**config.mk**
```make
export PLATFORM = sky130hd
export DESIGN_NAME = ieu_exec
export DESIGN_NICKNAME = d
export VERILOG_FILES = /design/src/rtl/ieu_pkg.sv /design/src/rtl/ieu_decode.sv /design/src/rtl/ieu_operand.sv /design/src/rtl/ieu_adder.sv /design/src/rtl/ieu_logic.sv /design/src/rtl/ieu_exec.sv
export SDC_FILE = /design/constraint.sdc
export NUM_CORES = 1
export LEC_CHECK = 0
export ABC_AREA = 1
export BUFFER_PORTS_ARGS = -buffer_cell sky130_fd_sc_hd__buf_2
export CAP_MARGIN = 25
export CORE_ASPECT_RATIO = 1.2
export CORE_UTILIZATION = 33
export DETAILED_ROUTE_END_ITERATION = 6
export PLACE_DENSITY = 0.52
export SLEW_MARGIN = 20
export SYNTH_ARGS = -nofsm -noshare
export SYNTH_HDL_FRONTEND = slang
export SYNTH_HIERARCHICAL = 1
export SYNTH_SLANG_ARGS = --single-unit
```
**constraint.sdc**
```tcl
create_clock -name vclk -period 4.25
set_clock_uncertainty 0.1 [all_clocks]
set_input_delay 0.85 -clock vclk [all_inputs]
set_output_delay 0.85 -clock vclk [all_outputs]
set_load 0.1 [all_outputs]
```
**src/rtl/ieu_pkg.sv**
```systemverilog
package ieu_pkg;
  localparam int DATA_W = 32;
  localparam int IMM_W  = 16;
  localparam int OP_W   = 5;

  typedef logic [OP_W-1:0] op_t;

  localparam op_t OP_ADD   = 5'd0;
  localparam op_t OP_ADDU  = 5'd1;
  localparam op_t OP_SUB   = 5'd2;
  localparam op_t OP_SUBU  = 5'd3;
  localparam op_t OP_SLT   = 5'd4;
  localparam op_t OP_SLTU  = 5'd5;
  localparam op_t OP_AND   = 5'd6;
  localparam op_t OP_OR    = 5'd7;
  localparam op_t OP_XOR   = 5'd8;
  localparam op_t OP_NOR   = 5'd9;
  localparam op_t OP_ADDI  = 5'd10;
  localparam op_t OP_ADDIU = 5'd11;
  localparam op_t OP_SLTI  = 5'd12;
  localparam op_t OP_SLTIU = 5'd13;
  localparam op_t OP_ANDI  = 5'd14;
  localparam op_t OP_ORI   = 5'd15;
  localparam op_t OP_XORI  = 5'd16;

  typedef enum logic [1:0] {RES_NONE, RES_ARITH, RES_SLT, RES_LOGIC} res_sel_e;
  typedef enum logic [1:0] {LG_AND, LG_OR, LG_XOR, LG_NOR} lg_fn_e;

  typedef struct packed {
    logic     use_imm;
    logic     imm_sext;
    logic     sub;
    logic     ovf_en;
    logic     cmp_signed;
    res_sel_e sel;
    lg_fn_e   lfn;
  } ctrl_t;
endpackage

```
**src/rtl/ieu_decode.sv**
```systemverilog
module ieu_decode
  import ieu_pkg::*;
(
  input  op_t   op_i,
  output ctrl_t ctrl_o
);
  always_comb begin
    ctrl_o = '0;
    ctrl_o.sel = RES_NONE;
    ctrl_o.lfn = LG_AND;
    unique case (op_i)
      OP_ADD:   begin ctrl_o.sel = RES_ARITH; ctrl_o.ovf_en = 1'b1; end
      OP_ADDU:  begin ctrl_o.sel = RES_ARITH; end
      OP_SUB:   begin ctrl_o.sel = RES_ARITH; ctrl_o.sub = 1'b1; ctrl_o.ovf_en = 1'b1; end
      OP_SUBU:  begin ctrl_o.sel = RES_ARITH; ctrl_o.sub = 1'b1; end
      OP_SLT:   begin ctrl_o.sel = RES_SLT; ctrl_o.sub = 1'b1; ctrl_o.cmp_signed = 1'b1; end
      OP_SLTU:  begin ctrl_o.sel = RES_SLT; ctrl_o.sub = 1'b1; end
      OP_AND:   begin ctrl_o.sel = RES_LOGIC; ctrl_o.lfn = LG_AND; end
      OP_OR:    begin ctrl_o.sel = RES_LOGIC; ctrl_o.lfn = LG_OR; end
      OP_XOR:   begin ctrl_o.sel = RES_LOGIC; ctrl_o.lfn = LG_XOR; end
      OP_NOR:   begin ctrl_o.sel = RES_LOGIC; ctrl_o.lfn = LG_NOR; end
      OP_ADDI:  begin
        ctrl_o.sel = RES_ARITH; ctrl_o.use_imm = 1'b1; ctrl_o.imm_sext = 1'b1;
        ctrl_o.ovf_en = 1'b1;
      end
      OP_ADDIU: begin ctrl_o.sel = RES_ARITH; ctrl_o.use_imm = 1'b1; ctrl_o.imm_sext = 1'b1; end
      OP_SLTI:  begin
        ctrl_o.sel = RES_SLT; ctrl_o.use_imm = 1'b1; ctrl_o.imm_sext = 1'b1;
        ctrl_o.sub = 1'b1; ctrl_o.cmp_signed = 1'b1;
      end
      OP_SLTIU: begin
        ctrl_o.sel = RES_SLT; ctrl_o.use_imm = 1'b1; ctrl_o.imm_sext = 1'b1;
        ctrl_o.sub = 1'b1;
      end
      OP_ANDI:  begin ctrl_o.sel = RES_LOGIC; ctrl_o.use_imm = 1'b1; ctrl_o.lfn = LG_AND; end
      OP_ORI:   begin ctrl_o.sel = RES_LOGIC; ctrl_o.use_imm = 1'b1; ctrl_o.lfn = LG_OR; end
      OP_XORI:  begin ctrl_o.sel = RES_LOGIC; ctrl_o.use_imm = 1'b1; ctrl_o.lfn = LG_XOR; end
      default:  ctrl_o.sel = RES_NONE;
    endcase
  end
endmodule

```
**src/rtl/ieu_operand.sv**
```systemverilog
module ieu_operand #(
  parameter int DATA_W = 32,
  parameter int IMM_W  = 16
) (
  input  logic              use_imm_i,
  input  logic              sext_i,
  input  logic [DATA_W-1:0] rt_i,
  input  logic [IMM_W-1:0]  imm_i,
  output logic [DATA_W-1:0] opb_o
);
  localparam int EXT_W = DATA_W - IMM_W;

  logic [EXT_W-1:0] ext_bits;

  assign ext_bits = sext_i ? {EXT_W{imm_i[IMM_W-1]}} : '0;
  assign opb_o    = use_imm_i ? {ext_bits, imm_i} : rt_i;
endmodule

```
**src/rtl/ieu_adder.sv**
```systemverilog
module ieu_adder #(
  parameter int DATA_W = 32
) (
  input  logic              sub_i,
  input  logic [DATA_W-1:0] a_i,
  input  logic [DATA_W-1:0] b_i,
  output logic [DATA_W-1:0] sum_o,
  output logic              ovf_o,
  output logic              lt_s_o,
  output logic              lt_u_o
);
  localparam int MSB = DATA_W - 1;

  logic [DATA_W-1:0] b_eff;
  logic [DATA_W:0]   wide;

  assign b_eff = sub_i ? ~b_i : b_i;
  // carry-in of one completes the two's complement of b for subtraction
  assign wide  = {1'b0, a_i} + {1'b0, b_eff} + {{DATA_W{1'b0}}, sub_i};
  assign sum_o = wide[MSB:0];
  assign ovf_o = (a_i[MSB] == b_eff[MSB]) && (wide[MSB] != a_i[MSB]);
  assign lt_s_o = wide[MSB] ^ ovf_o;
  assign lt_u_o = ~wide[DATA_W];
endmodule

```
**src/rtl/ieu_logic.sv**
```systemverilog
module ieu_logic
  import ieu_pkg::*;
#(
  parameter int DATA_W = 32
) (
  input  lg_fn_e            fn_i,
  input  logic [DATA_W-1:0] a_i,
  input  logic [DATA_W-1:0] b_i,
  output logic [DATA_W-1:0] y_o
);
  always_comb begin
    unique case (fn_i)
      LG_AND:  y_o = a_i & b_i;
      LG_OR:   y_o = a_i | b_i;
      LG_XOR:  y_o = a_i ^ b_i;
      default: y_o = ~(a_i | b_i);
    endcase
  end
endmodule

```
**src/rtl/ieu_exec.sv**
```systemverilog
module ieu_exec
  import ieu_pkg::*;
#(
  parameter int DATA_W = ieu_pkg::DATA_W,
  parameter int IMM_W  = ieu_pkg::IMM_W
) (
  input  logic [OP_W-1:0]   op_i,
  input  logic [DATA_W-1:0] rs_i,
  input  logic [DATA_W-1:0] rt_i,
  input  logic [IMM_W-1:0]  imm_i,
  output logic [DATA_W-1:0] result_o,
  output logic              ovf_o
);
  ctrl_t             ctrl;
  logic [DATA_W-1:0] opb;
  logic [DATA_W-1:0] sum;
  logic [DATA_W-1:0] lg_y;
  logic              add_ovf;
  logic              lt_s;
  logic              lt_u;
  logic              lt_sel;

  ieu_decode u_decode (
    .op_i   (op_i),
    .ctrl_o (ctrl)
  );

  ieu_operand #(.DATA_W(DATA_W), .IMM_W(IMM_W)) u_operand (
    .use_imm_i (ctrl.use_imm),
    .sext_i    (ctrl.imm_sext),
    .rt_i      (rt_i),
    .imm_i     (imm_i),
    .opb_o     (opb)
  );

  ieu_adder #(.DATA_W(DATA_W)) u_adder (
    .sub_i  (ctrl.sub),
    .a_i    (rs_i),
    .b_i    (opb),
    .sum_o  (sum),
    .ovf_o  (add_ovf),
    .lt_s_o (lt_s),
    .lt_u_o (lt_u)
  );

  ieu_logic #(.DATA_W(DATA_W)) u_logic (
    .fn_i (ctrl.lfn),
    .a_i  (rs_i),
    .b_i  (opb),
    .y_o  (lg_y)
  );

  assign lt_sel = ctrl.cmp_signed ? lt_s : lt_u;

  always_comb begin
    unique case (ctrl.sel)
      RES_ARITH: result_o = sum;
      RES_SLT:   result_o = {{(DATA_W-1){1'b0}}, lt_sel};
      RES_LOGIC: result_o = lg_y;
      default:   result_o = '0;
    endcase
  end

  assign ovf_o = ctrl.ovf_en & add_ovf;
endmodule

```
# After elaboration in Yosys (flattened, before gate mapping)
# Index checks and enable logic that the tools add are counted.
# word_totals
mem_bits_rw,0
wordCells,59
mem_bits_ro,0
regBits,0
inputBits,85
out_inout_bits,33
n_memories,0
latch_bits,0
# op_classes
n_mul,0
shifts,0
n_reduce_logical,13
n_lt_le_gt_ge,0
bitwise,8
n_eq_ne,23
mux,13
n_addsub,2
div,0
# op_table
op,n
$pmux W32 S3,2
$mux W32,2
$not A32 Y32,2
$eq A5 B4 Y1 const B,8
$add A32 B32 Y33,1
$add A33 B1 Y33,1
$and A32 B32 Y32,1
$or A32 B32 Y32,1
$xor A32 B32 Y32,1
$eq A5 B3 Y1 const B,4
$mux W16,1
$reduce_or A7 Y1,2
$pmux W2 S3,2
$reduce_or A6 Y1,2
$eq A5 B2 Y1 const B,2
$reduce_or A4 Y1,2
$eq A2 B2 Y1 const B,3
$mux W1,6
$reduce_or A2 Y1,3
$eq A5 B1 Y1 const B,1
$eq A5 B5 Y1 const B,1
$logic_not A5 Y1,1
$eq A2 B1 Y1 const B,2
$reduce_or A3 Y1,1
other kinds (7),7

# Logic depth before layout (Yosys ltp)
# logic_depth
word_depth,14
depth_mapped,29
ltp_nobuf,27

# Hierarchy
# Netlist, hierarchy kept.
# modules_own_cells
mod,n_inst,area_each_um2,seq_area_each_um2,cells_each
ieu_adder,1,2417.3,0.0,418
ieu_logic,1,2127.0,0.0,343
ieu_exec,1,455.4,0.0,115
ieu_operand,1,371.6,0.0,88
ieu_decode,1,241.5,0.0,45

# Worst setup path before layout
# Ideal clock, no wire load.
# synth_timing
kind,input to output
from,in op_i[3]
to,out result_o[0]
t_arrival_ns,4.023
setup_slack_ns,-0.723
t_required_ns,3.300
cell_stages,23
path_buffers,3
cell_sequence,buf_6 > nor2_1 > nand3_1 > nand2_1 > nand3b_1 > buf_6 > inv_2 > buf_4 > nand2_1 > nand2_1 > nand2_1 > and2_4 > inv_1 > fa_1 > o21ai_2 > a21o_2 > inv_1 > o21bai_2 > a21oi_1 > nand2_1 > nand2_1 > nand2_1 > nand3_1
# synth_rtl
item,line,rtl
"start, declared",ieu_exec.sv:7,"input logic [OP_W-1:0] op_i,"
"end, declared",ieu_exec.sv:11,"output logic [DATA_W-1:0] result_o,"

==> impl_metrics.yaml <==
detailed_routing:
  drt-pass1-iter-count: 4
  ant_nets: 0
  wl_per_cell_um: 13.7
  vias_per_cell: 4.79
  drt-total-wl_mm: 20.3
  vias: 7099
  initialDrtViolationCount: 280
  drc_errors: 0
timing:
  finalHoldViolCount: 0
  fin_setup_tns_ps: -11920
  worstMarginPinSlew_ps: 431
  fmax_mhz: 208
  setup_ws_ps: -548
  drv_slew: 0
  period_needed_ps: 4800
  grt_setup_unrepaired: "true"
  slew_headroom: 0.713
  timing.final.crit_share: 1.13
  whs_ps: 2170
  finalSetupViolCount: 31
critical_path:
  crit_arrival_ps: 3850
  worstPathRequired_ps: 3300
  start_kind: "primary input"
  endpoint_kind: "output port"
  path_class: "primary input to output port"
  cp_max_fo: 8
floorplan:
  start_util: 0.342
  coreArea_um2: 16400
  ios: 118
  die_w_um: 121
  die_area_um2: 17500
  fp.dieH_um: 145
  std_cell_rows: 51
placed_design:
  place_congestion: 0.881
  dpl_cell_area_um2: 8260
  dp_hpwl_mm: 15.5
  io_buffer_count: 118
finish:
  nClkBuffers: 0
  layout-drive-gt1-share: 0.457
  seq_cell_count: 0
  finish.utilization: 0.587
  register_area_um2: 0
  antenna_cells: 0
  area_growth_pct: 71.6
  nets: 1454
  fin_area_um2: 9630
grt:
  grt_max_degree: 34
  grt_pass1_vias: 6688
  grt_overflow_total: 0
  antenna_found_initial: 0
  track_usage: 0.226
  grt_pass1_wl_mm: 32.1
run:
  cap_violations: 0
clocking:
  hold_buffers: 0
logic_synthesis:
  synth.avg_cell_area_um2: 5.56
  synthTopCellsByCount: "nand2_1, inv_1, ha_1"
  synth_area_um2: 5610
  yosysWarnings: 6
  syn_inst: 1009
  synth.distinct_cells: 42
  ys_seq_area_frac: 0
  syn-num-nets: 1190
  synth_top_area_cell: "nand2_1"
  synth_top_area_share: 0.247
  yosys-top-cells-area: "nand2_1, ha_1, inv_1, nand3_1, xor2_1"
  yosysMostFrequentCell: "nand2_1"
hold_path:
  hp-class: "primary input to output port"
power:
  power_density_nw_per_um2: 262
  p_leak_nw: 4.95
  peakVddDrop_v: 0.000160
run_status:
  outcome: "finished with violations"
  violations: "setup timing"
## final timing paths
check | from | to | slack (ps) | cells past startpoint
max | op_i[2] | result_o[29] | -550 | 27
min | rs_i[0] | result_o[0] | 2170 | 6
## critical path, stage by stage
cell and delay (ps):
buf_8 90, inv_4 40, nor2_4 130, nand3_2 100, nand2_2 70, inv_2 40
nand3b_1 90, buf_6 130, buf_6 130, buf_12 100, nand3_4 70, buf_12 170
nand2_4 70, xor2_1 160, ha_2 340, nand2_2 80, nand2_2 70, o21bai_4 200
a21oi_4 190, nor2_2 80, nor2_2 120, nand2_1 60, nand2_1 60, nand2_1 60
nand2_2 120, nand2_8 60, buf_12 160
## routing by layer
layer	part of all wire	vias up	GRT usage
met2	0.51	133	0.425
met5	0	-	0
met4	0.018	0	0.0422
li1	-	3704	-
met1	0.44	3240	0.285
met3	0.032	22	0.0110
## repair_timing
| action | CTS | global route |
|---|---|---|
| pin swaps | 30 | 92 |
| setup endpoints to repair | 32 | 33 |
| gates resized for setup | 106 | 169 |
| gates cloned | 3 | 0 |
| buffers inserted | 21 | 17 |
## metrics by stage
stage | cells | total power [mW] | worst slack (ps)
4_1_cts | 1468 | 2.30 | -504
3_5_place_dp | 1444 | 2.14 | -735
3_3_place_gp | 1444 | 2.14 | -753
6_report | 1483 | 2.52 | -548
2_1_floorplan | 1009 | 1.36 | -235
5_1_grt | 1483 | 2.71 | -758
## final cells by class
class	count	area, µm²
Inverter	159	613
Multi-Input combinational cell	813	6080
Tap cell	212	265
Timing Repair Buffer	299	2670
Fill cell	1593	6770
## where the power goes
part	switching, mW	internal [mW]	leakage (nW)	total (mW)
registers	0	0	0	0
logic	1.47	1.05	4.95	2.52
clock network	0	0	0	0
total	1.47	1.05	4.95	2.52
## cells by family (layout without fill, tap and decap cells)
group / count (synthesis) / after routing / share of synthesized area
adder cells (fa/ha/maj): 96 / 96 / 0.215
XOR/XNOR: 49 / 49 / 0.0778
AO/OA/AOI/OAI: 78 / 78 / 0.0814
buffers and inverters: 197 / 458 / 0.161
AND/OR/NAND/NOR: 589 / 590 / 0.465
## cells in the final DEF (no fill, tap or decap), types with 23 or more instances in the layout
cell,count
buf_12,42
buf_2,80
buf_4,156
ha_1,81
inv_1,143
nand2_1,241
nand2_2,93
nand2_4,31
nand3_1,84
nand4_1,38
nor2_1,23
xor2_1,35
Note: power is estimated with default switching activity, not from simulation.
